==> config.mk <==
export PLATFORM = sky130hd
export DESIGN_NAME = bus_intg_guard
export DESIGN_NICKNAME = d
export VERILOG_FILES = /design/src/rtl/bus_intg_pkg.sv /design/src/rtl/bus_intg_encoder.sv /design/src/rtl/bus_intg_syndrome.sv /design/src/rtl/bus_intg_guard.sv
export SDC_FILE = /design/constraint.sdc
export NUM_CORES = 1
export LEC_CHECK = 0
export ABC_AREA = 1
export BUFFER_PORTS_ARGS = -buffer_cell sky130_fd_sc_hd__buf_2
export CAP_MARGIN = 40
export CORE_ASPECT_RATIO = 1.2
export CORE_MARGIN = 1.5
export CORE_UTILIZATION = 50
export CTS_CLUSTER_DIAMETER = 80
export DETAILED_ROUTE_END_ITERATION = 16
export PLACE_DENSITY = 0.82
export SYNTH_ARGS = -nofsm -noshare
export SYNTH_HDL_FRONTEND = slang
export SYNTH_SLANG_ARGS = --single-unit
==> constraint.sdc <==
create_clock -name clk_i -period 2.9 [get_ports clk_i]
set_input_delay 0.58 -clock clk_i [delete_from_list [all_inputs] [get_ports clk_i]]
set_output_delay 0.58 -clock clk_i [all_outputs]
set_load 0.005 [all_outputs]
==> src/rtl/bus_intg_pkg.sv <==
// Package: shared widths and the check-bit code for the data bus integrity guard.
// The code gives each data bit a distinct weight-3 column. Columns are taken
// in ascending numeric order. The parity is then XORed with INV_CONST.
package bus_intg_pkg;
    parameter int DATA_W  = 32;
    parameter int CHECK_W = 7;
    localparam int COL_WT = 3;
    localparam logic [CHECK_W-1:0] INV_CONST = 7'h2A;

    // Returns the column of data bit idx: the idx-th value with COL_WT ones.
    function automatic logic [CHECK_W-1:0] hcol(input int idx);
        int n;
        logic [CHECK_W-1:0] cand;
        n = 0;
        for (int v = 0; v < (1 << CHECK_W); v++) begin
            cand = CHECK_W'(v);
            if ($countones(cand) == COL_WT) begin
                if (n == idx) return cand;
                n++;
            end
        end
        return '0;
    endfunction

    // Returns the mask of data bits that feed check bit j.
    function automatic logic [DATA_W-1:0] row_mask(input int j);
        logic [DATA_W-1:0]  m;
        logic [CHECK_W-1:0] c;
        m = '0;
        for (int i = 0; i < DATA_W; i++) begin
            c    = hcol(i);
            m[i] = c[j];
        end
        return m;
    endfunction

    // Full encoder, used by the checker module.
    function automatic logic [CHECK_W-1:0] encode(input logic [DATA_W-1:0] d);
        logic [CHECK_W-1:0] p;
        for (int j = 0; j < CHECK_W; j++) p[j] = ^(d & row_mask(j));
        return p ^ INV_CONST;
    endfunction
endpackage

==> src/rtl/bus_intg_encoder.sv <==
// Module: produces the check bits for outgoing store data.
// Assumes: it is purely combinational. When ENABLE is 0 it drives zeros.
module bus_intg_encoder
    import bus_intg_pkg::*;
#(
    parameter bit ENABLE = 1'b1
) (
    input  logic [DATA_W-1:0]  data_i,
    output logic [CHECK_W-1:0] intg_o
);
    for (genvar j = 0; j < CHECK_W; j++) begin : g_bit
        localparam logic [DATA_W-1:0] MASK = row_mask(j);
        if (ENABLE) begin : g_on
            // Computes one parity bit and applies the inversion.
            assign intg_o[j] = (^(data_i & MASK)) ^ INV_CONST[j];
        end else begin : g_off
            assign intg_o[j] = 1'b0;
        end
    end
endmodule

==> src/rtl/bus_intg_syndrome.sv <==
// Module: recomputes the check bits of a received word and flags a mismatch.
// Assumes: it is combinational. Any nonzero syndrome counts as a failure,
// and no correction is attempted.
module bus_intg_syndrome
    import bus_intg_pkg::*;
(
    input  logic [DATA_W-1:0]  data_i,
    input  logic [CHECK_W-1:0] intg_i,
    output logic               mismatch_o
);
    logic [CHECK_W-1:0] syn;

    for (genvar j = 0; j < CHECK_W; j++) begin : g_syn
        localparam logic [DATA_W-1:0] MASK = row_mask(j);
        // Compares one recomputed check bit with the one received.
        assign syn[j] = (^(data_i & MASK)) ^ INV_CONST[j] ^ intg_i[j];
    end

    // Reduces the syndrome to a single failure flag.
    assign mismatch_o = |syn;
endmodule

==> src/rtl/bus_intg_guard.sv <==
// Module: the top of the integrity guard. It encodes store data and checks
// every response word. On a failure it blocks the load write-back, pulses a
// major alert and sets an interrupt request.
// Assumes: exactly one response per rsp_valid_i cycle, and synchronous
// active-low reset.
module bus_intg_guard
    import bus_intg_pkg::*;
#(
    parameter bit ENABLE = 1'b1
) (
    input  logic               clk_i,
    input  logic               rst_ni,
    input  logic [DATA_W-1:0]  wr_data_i,
    output logic [CHECK_W-1:0] wr_intg_o,
    input  logic               rsp_valid_i,
    input  logic               rsp_is_load_i,
    input  logic [DATA_W-1:0]  rsp_data_i,
    input  logic [CHECK_W-1:0] rsp_intg_i,
    output logic               rf_we_o,
    output logic               alert_major_o,
    output logic               irq_o,
    input  logic               irq_clr_i
);
    logic mismatch;
    logic rsp_bad;
    logic alert_q;
    logic irq_q;

    bus_intg_encoder #(.ENABLE(ENABLE)) u_enc (
        .data_i (wr_data_i),
        .intg_o (wr_intg_o)
    );

    if (ENABLE) begin : g_chk
        bus_intg_syndrome u_syn (
            .data_i     (rsp_data_i),
            .intg_i     (rsp_intg_i),
            .mismatch_o (mismatch)
        );
    end else begin : g_nochk
        assign mismatch = 1'b0;
    end

    // A failure only counts when a response is present.
    assign rsp_bad = rsp_valid_i & mismatch;

    // Lets a load write back only when its word passed the check.
    assign rf_we_o = rsp_valid_i & rsp_is_load_i & ~mismatch;

    // Registers the one-cycle alert pulse.
    always_ff @(posedge clk_i) begin
        if (!rst_ni) alert_q <= 1'b0;
        else         alert_q <= rsp_bad;
    end

    // Holds the interrupt request until it is cleared; a new failure wins.
    always_ff @(posedge clk_i) begin
        if (!rst_ni)        irq_q <= 1'b0;
        else if (rsp_bad)   irq_q <= 1'b1;
        else if (irq_clr_i) irq_q <= 1'b0;
    end

    assign alert_major_o = alert_q;
    assign irq_o         = irq_q;
endmodule

## Word-level counts from Yosys, hierarchy flattened

Cells that the tools add are included.
W data, S select, Z words.

| cells by class | value |
|---|---|
| muxes and demuxes | 2 |
| reduce and logical (&&, ||, !) cells | 16 |
| bitwise logic cells | 17 |

Operators by type and width:

| operator | count |
|---|---|
| $reduce_xor A32 Y1 | 14 |
| $not A1 Y1 | 7 |
| $reduce_or A7 Y1 | 1 |
| $xor A1 B1 Y1 | 7 |
| $and A1 B1 Y1 | 3 |
| $mux W1 | 2 |
| $reduce_bool A2 Y1 | 1 |

| word-level totals | value |
|---|---|
| logic and storage cells | 37 |
| register bits | 2 |
| input port bits | 76 |

## Depth between registers and ports, before layout

Gate-level depths: netlist (run 1).

| depth | value |
|---|---|
| word-level depth | 6 |
| gate-level depth with buffers | 17 |
| depth with buffers taken out | 17 |

## Modules after synthesis

Synthesis (run 1) repeated with hierarchy kept, for this count alone.

| second synthesis, totals | value |
|---|---|
| cell total of the unflattened synthesis | 616 |
| area, all modules | 2771.4 µm² |

Modules (own cells, without submodules):

| module | instances | area each (µm²) | cells each |
|---|---|---|---|
| bus_intg_syndrome | 1 | 1441.4 | 333 |
| bus_intg_encoder | 1 | 1261.2 | 274 |
| bus_intg_guard | 1 | 68.8 | 9 |

## Worst setup path before layout (run 1)

No wires, ideal clock.

| timing | value |
|---|---|
| kind | input port to output port |
| from | in rsp_data_i[23] |
| to | out rf_we_o |
| arrival | 1.587 ns |
| stages | 14 |
| path buffers | 1 |
| setup slack | 0.733 ns |
| cell sequence | buf_2 > xor2_1 > inv_1 > nand3_1 > nand2_1 > inv_1 > nand2_1 > nand2_1 > nand2_1 > inv_1 > nand2_1 > nor2_1 > nand2_1 > nor2_1 |

| between the ends | value |
|---|---|
| longest elaborated chain between the ends | 6 |
| elaborated cells between the ends (all ways) | 10 |
| classes of those cells | bitwise (6); reduce/logical (4) |

RTL lines:

| what | RTL line | text |
|---|---|---|
| start, declared | bus_intg_guard.sv:17 | `input logic [DATA_W-1:0] rsp_data_i,` |
| $reduce_xor A32 Y1 | bus_intg_syndrome.sv:16 | `assign syn[j] = (^(data_i & MASK)) ^ INV_CONST[j] ^ intg_i[j];` |
| $not A1 Y1 (no source line) | n/a |  |
| $xor A1 B1 Y1 | bus_intg_syndrome.sv:16 |  |
| $reduce_or A7 Y1 * | bus_intg_syndrome.sv:20 | `assign mismatch_o = \|syn;` |
| $not A1 Y1 * | bus_intg_guard.sv:48 | `assign rf_we_o = rsp_valid_i & rsp_is_load_i & ~mismatch;` |
| $and A1 B1 Y1 * | bus_intg_guard.sv:48 |  |
| end, declared | bus_intg_guard.sv:19 | `output logic rf_we_o,` |

Every way passes the cells marked *; elsewhere a longest branch is shown, timed or not.

## Worst setup path in the final report (run 1)

| timing | value |
|---|---|
| from | in rsp_data_i[27] |
| to | out rf_we_o |

The elaborated chain is that of the path after synthesis.

==> impl_metrics.toml, run 1 <==
[global_routing]
grt_pass1_vias = 2244
antenna_found_initial = 0
grt_max_degree = 6
grt_usage_pct = 22.57
grt_pass1_wl_mm = 8.783
grt-ovfl-total = 0

[finish]
layout.cells.most_common = "nand2_1"
fin_nets = 574
antenna_cells = 0
num-fill-cells = 429
area_growth_pct = 25.01
drive_above_1_share_pct = 20.56
layout_common_cells = "nand2_1 (179), buf_2 (85), inv_1 (60)"

[timing]
period_share_pct = 84.88
setup_viol = 0
fmax_mhz = 406.2
hold_viol = 0
rsz0062_at_grt = "false"
maxSlewViolCount = 0
setup_ws_ns = 0.4383
fin_crit_ns = 2.462
tns_ns = 0
tightest_slew_ns = 0.3296
skew_ns = 0
maxSlewHeadroom_pct = 77.87

[clocking]
clock-root-buffer = "clkbuf_8"
cts_resized = 0
clock_latency_ns = 0.21
cts_buffer_depth = 2
numCtsBuffers = 3
cts_hold_buf = 0
clkTransAtPathRegs_ns = 0.03
cts_tree = "yes"
cts_max_level = 1
cts_setup_buffers = 0
clock-sinks = 2

[die]
core_area_um2 = 4004
fp.dieH_um = 74.26
die_w_um = 62.38
dieArea_um2 = 4632
pin_count = 86
initial_utilization_pct = 52.84
rows = 25

[power]
peakVddDrop_uv = 132.1
pwr_density_cell_nw_per_um2 = 300.6
power_leakage_nw = 1.689

[drt]
via_per_inst = 4.562
drc = 0
vias = 2509
wl_mm = 5.132
ant_nets = 0
drt_iter0_drc = 51
wl_per_cell_um = 9.331
firstDrtPassIters = 4

[yosys]
synth_top_area_share_pct = 31.76
yosys-top-cells-area = "nand2_1 (32%), xnor2_1 (20%), xor2_1 (18%)"
yosys_warnings = 0
ys_ff_latch = 2
synth_cells = 409
ys_seq_area_share_pct = 1.892
syn_area_um2 = 2116
synth_top_cell_by_area = "nand2_1"
synth_area_per_cell_um2 = 5.173
synth.net_count = 485
ys_types = 15

[worst_setup_path]
critPathKind = "in2out"
required_ns = 2.32
critPathMaxFanout = 5
cp-end-kind = "output port"
startpoint_type = "primary input"
critPathArrivalTime_ns = 1.88

[placement]
io_buffers = 85
dpl.hpwl_mm = 4.593
gp_congestion = 0.8297
dp_slack_ns = 0.4184

[min_path]
hp-class = "reg2reg"

[flow_run]
max_cap_violations = 0

[outcome]
status = "complete, no violations"
[sequential cells by signal (all words and copies together) (netlist names)]
signal         count
alert_major_o      1
irq_o              1
[cells in the mapped netlist]
cell,count
nand2_1,179
inv_1,60
xnor2_1,49
xor2_1,43
nand3_1,41
nor2_1,14
nand2_2,7
inv_2,6
nand3b_1,3
dfxtp_1,2
buf_2,1
clkinv_1,1
nor2_2,1
o21ai_0,1
or2_0,1
[path summary, 6_finish.rpt]
| kind | from | to | slack, ns | depth (start not counted) |
|---|---|---|---|---|
| min | irq_o | irq_o | 0.51 | 2 |
| max reg2reg | irq_o | irq_o | 2.33 | 2 |
| min reg2reg | irq_o | irq_o | 0.51 | 2 |
| max | rsp_data_i[27] | rf_we_o | 0.44 | 17 |
[through the flow]
| step | utilization [%] | instances | hold slack, ns | total power [W] | instance area (um^2) |
|---|---|---|---|---|---|
| finish | 66.06 | 550 | 0.5100 | 0.0007952 | 2645 |
| global route | 66.06 | 550 | 0.5197 | 0.0008814 | 2645 |
| CTS | 66.06 | 550 | 0.5077 | 0.0007972 | 2645 |
| detailed placement | 65.03 | 547 | 0.5032 | 0.0006793 | 2604 |
| global placement | 65.03 | 547 | 0.4723 | 0.0006635 | 2604 |
| floorplan | - | 409 | 0.4798 | 0.0004688 | 2116 |
[routing by layer]
metal,wire length (um),share of wire (%),track usage [%],vias to the layer above
met3,148,2.9,0.7564,5
met1,2178,42,24.32,1060
met4,45,0.88,4.444,0
met5,0,0,0,-
met2,2759,54,49.15,56
li1,-,-,-,1388
[logic make-up after synthesis]
| logic type | share of synthesized area (%) |
|---|---|
| AO/OA/AOI/OAI | 0.2363 |
| XOR/XNOR | 38.08 |
| buffers and inverters | 12.12 |
| flip-flops | 1.892 |
| AND/OR/NAND/NOR | 47.66 |
[cell type report]
cell class	instances	area [um^2]	share of cell area, %
Inverter	67	251.5	9.508
Tap cell	54	67.56	2.554
Timing Repair Buffer	85	425.4	16.08
Clock buffer	3	41.29	1.561
Multi-Input combinational cell	339	1819	68.78
Sequential cell	2	40.04	1.514
[report_power, final]
group / switching, W / internal [W]
registers: 0.000000903 / 0.0000297
clock network: 0.0000274 / 0.0000883
logic: 0.000353 / 0.000296
[worst max-delay path, stage by stage]
cell	delay, ns
buf_2	0.12
nand2_1	0.08
inv_1	0.04
nor2_1	0.13
nand2_1	0.12
nand2_1	0.07
nand2_1	0.06
nand2_1	0.05
nand2_1	0.07
nand2_1	0.06
nand2_1	0.05
nand2_1	0.05
nand2_1	0.04
nor2_1	0.08
nand2_1	0.09
nor2_1	0.09
buf_2	0.11
Power figures use the tool's default switching activity.
==> run 2: changes to the inputs <==
--- a/config.mk
+++ b/config.mk
@@ -5,12 +5,12 @@
 export SDC_FILE = /design/constraint.sdc
 export NUM_CORES = 1
 export LEC_CHECK = 0
-export ABC_AREA = 1
+export ABC_AREA = 0
 export BUFFER_PORTS_ARGS = -buffer_cell sky130_fd_sc_hd__buf_2
 export CAP_MARGIN = 40
 export CORE_ASPECT_RATIO = 1.2
 export CORE_MARGIN = 1.5
-export CORE_UTILIZATION = 50
+export CORE_UTILIZATION = 44
 export CTS_CLUSTER_DIAMETER = 80
 export DETAILED_ROUTE_END_ITERATION = 16
 export PLACE_DENSITY = 0.82
==> constraint.sdc (replaced) <==
create_clock -name clk_i -period 2.35 [get_ports clk_i]
set_input_delay 0.47 -clock clk_i [delete_from_list [all_inputs] [get_ports clk_i]]
set_output_delay 0.47 -clock clk_i [all_outputs]
set_load 0.005 [all_outputs]
==> run 2 against run 1 <==
Against the previous run:
- the flow now finishes with violations (setup timing)
- design area is 13% lower
- final cell count is 46% lower
- count of clock-buffer cells in the layout stayed put
- synthesized area is 34% lower
- sequential power is 24% higher
- synthesized cell count is 62% lower
- sequential share of layout area is 0.23 points higher
- clock skew stayed put
- register-to-register slack worse by 0.57 ns
- utilization is 9.1 points higher
- total power is 47% higher
- non-clock buffer count is 17 higher
- largest cell class unchanged
- largest power group unchanged
==> impl_metrics.toml, run 2 <==
[outcome]
status = "finished with violations"
violations = "setup timing"

[die]
core_area_um2 = 3055
dieArea_um2 = 3525
pin_count = 86
fp.dieH_um = 64.74
initial_utilization_pct = 45.74
die_w_um = 54.45
rows = 22

[placement]
place_area_um2 = 1988
dpl.hpwl_mm = 3.106
dp_slack_ns = -0.1592
io_buffers = 85
gp_congestion = 0.6992

[timing]
rsz0062_at_grt = "true"
tns_ns = -0.08168
setup_ws_ns = -0.08168
hold_ws_ns = 0.4890
period_share_pct = 103.5
maxSlewHeadroom_pct = 76.19
maxSlewViolCount = 0
fmax_mhz = 411.2
skew_ns = 0
setup_viol = 1
hold_viol = 0
tightest_slew_ns = 0.3545
fin_crit_ns = 2.432

[yosys]
synth-main-ff-cell = "dfxtp_1"
synth-async-reset-ratio_pct = 0
ys_seq_area_share_pct = 2.865
synth_cells = 156
synth.most_common_cell = "xnor2_1"
yosys_warnings = 0
synth_top_area_share_pct = 70.81
yosys-top-cells-area = "xnor2_1 (71%), xor2_1 (12%), xnor3_1 (3.2%)"
ys_types = 17
synth.net_count = 232
syn_area_um2 = 1398
ys_ff_latch = 2
synth_top_cell_by_area = "xnor2_1"
synth-edff-count = 0
synth_area_per_cell_um2 = 8.959
synth_commonest_cells = "xnor2_1 (113), xor2_1 (19), nor2_1 (4)"

[clocking]
numCtsBuffers = 3
clock-sinks = 2
cts_tree = "yes"
cts_max_level = 1
cts_buffer_depth = 2
clock_latency_ns = 0.22
clock-root-buffer = "clkbuf_4"
clkTransAtPathRegs_ns = 0.03

[drt]
via_per_inst = 4.633
wl_per_cell_um = 13.41
wl_mm = 3.984
drc = 0
drt_iter0_drc = 3
firstDrtPassIters = 3
vias = 1376
ant_nets = 0

[finish]
num-fill-cells = 218
postLayoutCellArea_um2 = 2297
area_growth_pct = 64.37
layout_common_cells = "xnor2_1 (85), buf_2 (82), xnor2_2 (26)"
drive_above_1_share_pct = 53.64
layout.cells.most_common = "xnor2_1"
fin_nets = 339
antenna_cells = 0

[worst_setup_path]
required_ns = 1.88
critPathMaxFanout = 2
critPathKind = "in2out"
startpoint_type = "primary input"
cp-end-kind = "output port"
critPathArrivalTime_ns = 1.96

[flow_run]
max_cap_violations = 0

[global_routing]
grt_max_degree = 5
grt_pass1_wl_mm = 6.023
grt_pass1_vias = 1488
grt_usage_pct = 23.45
antenna_found_initial = 0
grt-ovfl-total = 0

[power]
pwr_density_cell_nw_per_um2 = 508.2
p_comb_share_pct = 90.2
power_leakage_nw = 1.034
peakVddDrop_uv = 370.2
seqPwrFrac_pct = 3.2
intPower_w = 0.0006868
p_sw_w = 0.0004807
p_clk_share_pct = 6.6
swShare_pct = 41.17

[min_path]
hp-class = "in2reg"
run 2: changes by cell type in the layout (fill, tap and decap cells not counted), moves of 4 or more:
cell	before	now
nand3_1	41	0
xnor2_2	0	26
nor2_1	14	4
inv_1	60	1
nand2_2	7	0
buf_4	0	18
nand2_1	179	3
xnor2_1	49	85
xnor2_4	0	4
xor2_1	43	19
inv_2	6	0
run 2: power groups by stage:
stage	clock network [W]	registers (W)	logic (W)
finish	0.0000767	0.0000378	0.00105
global route	0.0000854	0.0000380	0.00113
CTS	0.0000801	0.0000378	0.00103
detailed placement	0	0.0000383	0.000930
global placement	0	0.0000381	0.000904
floorplan	0	0.0000386	0.000634
run 2: final timing paths:
check                  from  endpoint  slack, ns  depth (start not counted)
max reg2reg           irq_o     irq_o       1.76                          2
max          rsp_data_i[24]   rf_we_o      -0.08                          9
min                  rst_ni     irq_o       0.49                          3
min reg2reg           irq_o     irq_o       0.50                          2
run 2: through the flow:
stage	utilization [%]	power, W	cells
2_1_floorplan	-	0.0006727	156
3_3_place_gp	65.07	0.0009422	293
3_5_place_dp	65.07	0.0009679	293
4_1_cts	74.45	0.001148	297
5_1_grt	75.18	0.001258	297
6_report	75.18	0.001167	297
run 2: metal layers:
layer	track usage [%]	wire, um	share of wire, %
met5	0	0	0
met4	4.688	56	1.4
met3	2.995	220	5.5
met2	49.70	2307	58
met1	21.60	1400	35
run 2: final cells by class:
class | instances | area, um^2 | share of cell area [%]
multi-input combinational | 153 | 1614 | 70.26
inverter | 1 | 3.754 | 0.1634
timing repair buffer | 102 | 571.8 | 24.89
clock buffer | 3 | 22.52 | 0.9804
sequential | 2 | 40.04 | 1.743
tap | 36 | 45.04 | 1.961
run 2: repair_timing:
item	in CTS	in global routing
setup endpoints to repair	1	1
gates resized for setup	36	3
pin swaps	20	0
hold buffers	0	0
buffers inserted	3	0
endpoints found under the hold margin	0	0
cloned	0	0
run 2: cell families (layout without fill, tap and decap cells):
logic type | count (synthesis) | in the layout | share of synthesized area, %
buffers and inverters | 1 | 106 | 0.2683
muxes | 4 | 4 | 3.491
AOI/OAI and AO/OA | 2 | 2 | 1.522
and+or+nand+nor | 11 | 11 | 3.581
DFF | 2 | 2 | 2.865
xor gates and xnor gates | 136 | 136 | 88.27
run 2: critical path, stage by stage:
cell	delay (ns)
buf_2	0.12
buf_4	0.14
xnor2_1	0.21
xnor2_1	0.12
xnor2_1	0.27
xnor2_2	0.16
mux2i_2	0.28
nor4_1	0.06
buf_2	0.13
